## src/rtl/aud_serial_rx.sv

```systemverilog
module aud_serial_rx #(
  parameter int SW = 24,
  parameter int CW = 6
) (
  input  logic          clk,
  input  logic          rst_n,
  input  logic          bclk,
  input  logic          wclk,
  input  logic          sdin,
  input  logic [2:0]    fmt,
  output logic [SW-1:0] left_word,
  output logic [SW-1:0] right_word,
  output logic          word_valid,
  output logic          test_mode
);

  localparam logic [CW-1:0] CMAX = '1;

  logic [2:0]    bc_q;
  logic [1:0]    ws_q, sd_q;
  logic          started, armed, have_left, ws_last;
  logic [CW-1:0] cnt;
  logic [SW-1:0] sh, left_hold;

  logic          rise, ws, sd, i2s, msbj, boundary, take, ended_left;
  logic [CW-1:0] skip, cnt_eff;
  logic [SW-1:0] sh_base, sh_next, word;

  assign rise      = bc_q[1] & ~bc_q[2];
  assign ws        = ws_q[1];
  assign sd        = sd_q[1];
  assign i2s       = (fmt == 3'b011);
  assign msbj      = (fmt == 3'b010) | i2s;
  assign skip      = i2s ? CW'(1) : CW'(0);
  assign test_mode = (fmt == 3'b101);

  assign boundary   = rise & started & (ws != ws_last);
  assign cnt_eff    = boundary ? '0 : cnt;
  assign take       = !msbj || (cnt_eff >= skip && cnt_eff < skip + CW'(SW));
  assign sh_base    = boundary ? '0 : sh;
  assign sh_next    = take ? {sh_base[SW-2:0], sd} : sh_base;
  assign ended_left = (ws_last == ~i2s);

  always_comb begin
    case (fmt)
      3'b000:  word = {{(SW-16){sh[15]}}, sh[15:0]};
      3'b001:  word = {{(SW-20){sh[19]}}, sh[19:0]};
      default: word = sh;
    endcase
  end

  always_ff @(posedge clk) begin
    if (!rst_n) begin
      bc_q <= '0;
      ws_q <= '0;
      sd_q <= '0;
    end else begin
      bc_q <= {bc_q[1:0], bclk};
      ws_q <= {ws_q[0], wclk};
      sd_q <= {sd_q[0], sdin};
    end
  end

  always_ff @(posedge clk) begin
    if (!rst_n) begin
      started    <= 1'b0;
      armed      <= 1'b0;
      have_left  <= 1'b0;
      ws_last    <= 1'b0;
      cnt        <= '0;
      sh         <= '0;
      left_hold  <= '0;
      left_word  <= '0;
      right_word <= '0;
      word_valid <= 1'b0;
    end else begin
      word_valid <= 1'b0;
      if (rise) begin
        started <= 1'b1;
        ws_last <= ws;
        sh      <= sh_next;
        cnt     <= (cnt_eff == CMAX) ? cnt_eff : cnt_eff + CW'(1);
        if (boundary) begin
          armed <= 1'b1;
          if (armed) begin
            if (ended_left) begin
              left_hold <= word;
              have_left <= 1'b1;
            end else if (have_left) begin
              left_word  <= left_hold;
              right_word <= word;
              word_valid <= 1'b1;
              have_left  <= 1'b0;
            end
          end
        end
      end
    end
  end

endmodule

```

## config.mk

```make
export PLATFORM = sky130hd
export DESIGN_NAME = aud_serial_rx
export DESIGN_NICKNAME = d
export VERILOG_FILES = /design/src/rtl/aud_serial_rx.sv
export SDC_FILE = /design/constraint.sdc
export NUM_CORES = 1
export LEC_CHECK = 0
export BUFFER_PORTS_ARGS = -buffer_cell sky130_fd_sc_hd__buf_2
export CORE_MARGIN = 3
export CORE_UTILIZATION = 46
export CTS_BUF_LIST = sky130_fd_sc_hd__clkbuf_16
export DETAILED_ROUTE_END_ITERATION = 6
export PLACE_DENSITY = 0.66
export SKIP_CTS_REPAIR_TIMING = 1
export SLEW_MARGIN = 20
export SYNTH_ARGS = -nofsm -noshare
export SYNTH_HDL_FRONTEND = slang
export SYNTH_SLANG_ARGS = --single-unit
```

## constraint.sdc

```tcl
create_clock -name clk -period 2.95 [get_ports clk]
set_clock_uncertainty 0.15 [all_clocks]
set_input_delay 0.295 -clock clk [delete_from_list [all_inputs] [get_ports clk]]
set_output_delay 0.295 -clock clk [all_outputs]
set_load 0.005 [all_outputs]
```

# == Word level (Yosys, flattened, before mapping) ==
# Index checks and enable logic that the tools add are counted.
# op_classes
bitwise,11
magnitude_cmp,2
muxes,8
addsub,2
eq_ne,7
n_reduce_logical,11
# ops
cell,n
$mux 24,2
$pmux 24 s2,1
$mux 6,2
$not 1->1,7
$add 1x5->6 const B,1
$add 6x1->6 const B,1
$eq 3x2->1 const B,2
$eq 6x6->1 const B,1
$ge 6x1->1,1
$lt 6x6->1,1
$reduce_and 5->1,1
$reduce_or 5->1,1
$reduce_and 2->1,2
$reduce_and 4->1,1
$and 1x1->1,3
$eq 3x1->1 const B,1
$eq 3x3->1 const B,1
$logic_not 3->1,1
$mux 1,3
$reduce_and 3->1,1
$reduce_bool 2->1,1
$eq 1x1->1,1
$logic_and 1x1->1,1
$logic_not 1->1,1
other kinds (3),3
# word_totals
word_cells,55
in_bits,8
ff_bits,114

# == Depth between registers and ports, before layout ==
# logic_depth
word_depth,10
depth_mapped,11

# == Worst setup path after synthesis ==
# OpenSTA, ideal clock, no wires.
# synth_timing
path_type,reg-to-reg
from,reg ws_last
to,reg sh[16]
path_stages_with_launch,12
arrival_ps,2311
setup_slack_ps,431
required_time_ps,2741
setup_ps,59
cell_sequence,dfxtp_1 > xor2_1 > nand3_1 > clkbuf_1 > nand2_1 > ha_1 > nor4b_1 > nor2_1 > a221o_1 > a31oi_2 > buf_4 > a22o_1
# synth_between
elab_chain_cells,7
elab_cells_between_ends,9
cone_classes,2 x order compare; 1 x eq/ne; 3 x mux; 1 x bitwise; 2 x reduce/logical
# synth_rtl
element,line,text
from (decl),21,"logic started, armed, have_left, ws_last;"
from (signal assigned),80,ws_last <= ws;
$ne 1x1->1 (*),37,assign boundary = rise & started & (ws != ws_last);
$and 1x1->1 (*),37,
$mux 6,38,assign cnt_eff = boundary ? '0 : cnt;
$ge 6x1->1 / $lt 6x6->1 (equally long branches),39,assign take = !msbj || (cnt_eff >= skip && cnt_eff < skip + CW'(SW));
$logic_and 1x1->1,39,
$logic_or 1x1->1,39,
$mux 24 (*),41,"assign sh_next = take ? {sh_base[SW-2:0], sd} : sh_base;"
to (signal assigned),81,sh <= sh_next;
to (decl),23,"logic [SW-1:0] sh, left_hold;"
# Mark *: on every way between the ends. The rest lies on a longest branch, timed or not. The select of a mux whose other input is x is not followed.
# A chain may end at the register's enable or synchronous reset.

# == Worst setup path in the final report ==
# layout_timing
from,reg ws_last
to,reg sh[5]
# Same word-level chain as after synthesis.

==> run metrics <==
worst r2r src ws_last; Reg power frac 42.1%; Setup TNS Final 0 ns; clock power share 55.8%; Psw just over 0.7 mW; Worst slew margin around 60%; share of cells above drive strength 1 a little over a fifth; Initial Util 48.38%; register area share after synthesis 52.81%; Min-Delay Path Class primary input to flip-flop; Crit Path Max Fanout 23; DR pass1 iterations 4; area leader, netlist dfxtp_1; critical setup path kind flip-flop to flip-flop; Layout Cells excl Fill 659; sw frac 19.68%; Yosys top cell area share between 50% and 60%; Hold Vio Cnt, Final 0; largest net degree at the start of global routing 59; Total GRT Usage 18.75%; MaxCap Viol Count 0; library cells used by synthesis 47; Post-Syn Instances 483; Pint approximately 3.0 mW; initial antenna violation count 0; routed via count 3381; Fillers 802; dpl ws 0.3806 ns; first-pass GRT wire length roughly 16000 um; H-tree Lvls 4; startpoint types flip-flop; Crit. End Element flip-flop; syn nets 493; leak pwr between 2 and 2.5 nW; RSZ-0062 raised after global routing no; Ys Warns 0; Routed Antenna Nets 0; Ports 58; # clock sinks 114; synthesized area 4322 um^2; Reg2Reg Depth 9; Combinational Power Share under 10%; Max Slew Vio Count 0; Slew @ Worst Pin 0.5878 ns; top cells by count, synth nand2_1 (142), dfxtp_1 (114), a21oi_1 (59), a22o_1 (22); EDFF count, synth 0; Final GP Congestion around 0.87; fin nets 549; Overflow after GRT 0; Die Y-Extent 102.9 um; vias in the first global route 3091; fin util between 50% and 60%; post-DP HPWL approximately 6000 um; reg-to-reg endpoint sh[5]; die area 10590 um^2; register bit total from synthesis 114; CTS Root Buffer Type clkbuf_16; Rows 34; clk buf depth 2; Peak VDD IR between 0.3 and 0.4 mV; final wirelength roughly 9000 um; setup violators final 0; CTS buffer count 17; Setup crit start ws_last; final period utilization 88.19%; Syn-to-layout area delta 20.58%; vias per cell 5.131; Synth area leaders dfxtp_1 (53%), nand2_1 (12%), a21oi_1 (6.8%); Worst EP required 3.14 ns; core area around 8900 um^2; commonest register cell after synthesis dfxtp_1; CTS tree yes; WP data arrival 2.79 ns; clock-pin slew on the worst setup and hold paths 0.05 ns; most frequent cell after synthesis nand2_1; Die Wd 102.9 um; r2r setup slk 0.35 ns; setup ws final 0.3483 ns; # diodes 0; pwr dens 707.1 nW/um^2; I/O Buffers 57; WL/cell 13.95 um; Iter 0 DRT Violations ~130; Max Clock Freq 0.3844 GHz; minimum clock period around 2.6 ns; number of cells in the design after placement 625; end point of the critical path sh[5]; ys async rst share 0%; Remaining DRCs 0; Avg Cell Area, Syn 8.948 um^2; status finished, final reports clean; worst skew pair latency 0.40 ns
## power groups by stage
stage          clock (mW)  sequential [mW]  combinational [mW]
5_1_grt              2.18             1.55              0.0854
3_5_place_dp            0             1.58              0.0737
6_report             2.06             1.55              0.0771
3_3_place_gp            0             1.58              0.0722
4_1_cts              2.09             1.55              0.0740
2_1_floorplan           0             1.58              0.0555
## per-layer routing
metal | GRT usage [%] | vias to the layer above | routed length, um
met5 | 0 | - | 0
met3 | 6.089 | 0 | 619
li1 | - | 1741 | -
met4 | 5.378 | 0 | 0
met2 | 24.62 | 98 | 3861
met1 | 28.87 | 1542 | 4713
## how the worst min path moves through the flow
stage          startpoint              to  slack (ns)  depth (start not counted)
4_1_cts              bclk         bc_q[0]       -0.06                          2
3_3_place_gp      bc_q[0]         bc_q[1]        0.27                          1
6_report            rst_n  right_word[19]        0.12                          2
3_5_place_dp      ws_q[0]         ws_q[1]        0.27                          1
2_1_floorplan     bc_q[0]         bc_q[1]        0.26                          1
5_1_grt             rst_n  right_word[19]        0.13                          2
## registers in the layout (all words and copies together) (netlist names), 2 cells and up
signal	flops
left_hold	24
left_word	24
right_word	24
sh	24
cnt	6
bc_q	3
sd_q	2
ws_q	2
## critical path, cell delays in order (launching register included)
cell and delay (ns):
dfxtp_1 0.40, xor2_1 0.24, nand3_1 0.13, nand2_1 0.12, ha_1 0.23, nor2b_1 0.22, nor2b_2 0.20, o211ai_2 0.10
a21oi_4 0.52, a22o_1 0.24
## cells in the final DEF (no fill, tap or decap), drive strengths merged, types with 4 or more instances in the layout
cell type,instances
a211oi,6
a21oi,78
a22o,22
and2,9
buf,66
bufinv,4
clkbuf,17
clkinv,6
dfxtp,114
inv,8
nand2,142
nand2b,4
nand3,8
nor2,18
o21a,5
o21ai,5
## cell families (layout without fill, tap and decap cells)
logic type	Yosys count	count (layout)	synth area share (%)
AOI/OAI and AO/OA	126	126	19.92
xor gates and xnor gates	3	3	0.6081
adders and majority gates	2	2	0.5789
buffers and inverters	38	106	6.051
DFF	114	114	52.81
muxes	2	2	0.4632
and+or+nand+nor	198	198	19.57
## metrics by stage
stage	cell area (um^2)	hold slack, ns	power [mW]
6_report	5211	0.1228	3.685
5_1_grt	5211	0.1270	3.811
3_5_place_dp	4583	0.2729	1.657
4_1_cts	5181	-0.05976	3.715
3_3_place_gp	4583	0.2658	1.655
2_1_floorplan	4322	0.2619	1.638
## area by class of cell
cell class | instances | area [um^2] | share of cell area, %
timing repair buffer | 69 | 395.4 | 7.587
clock inverter | 14 | 172.7 | 3.313
sequential | 114 | 2282 | 43.79
tap | 108 | 135.1 | 2.593
inverter | 6 | 22.52 | 0.4322
clock buffer | 17 | 425.4 | 8.163
multi-input combinational | 331 | 1778 | 34.12
(Power assumes the default switching activity.)
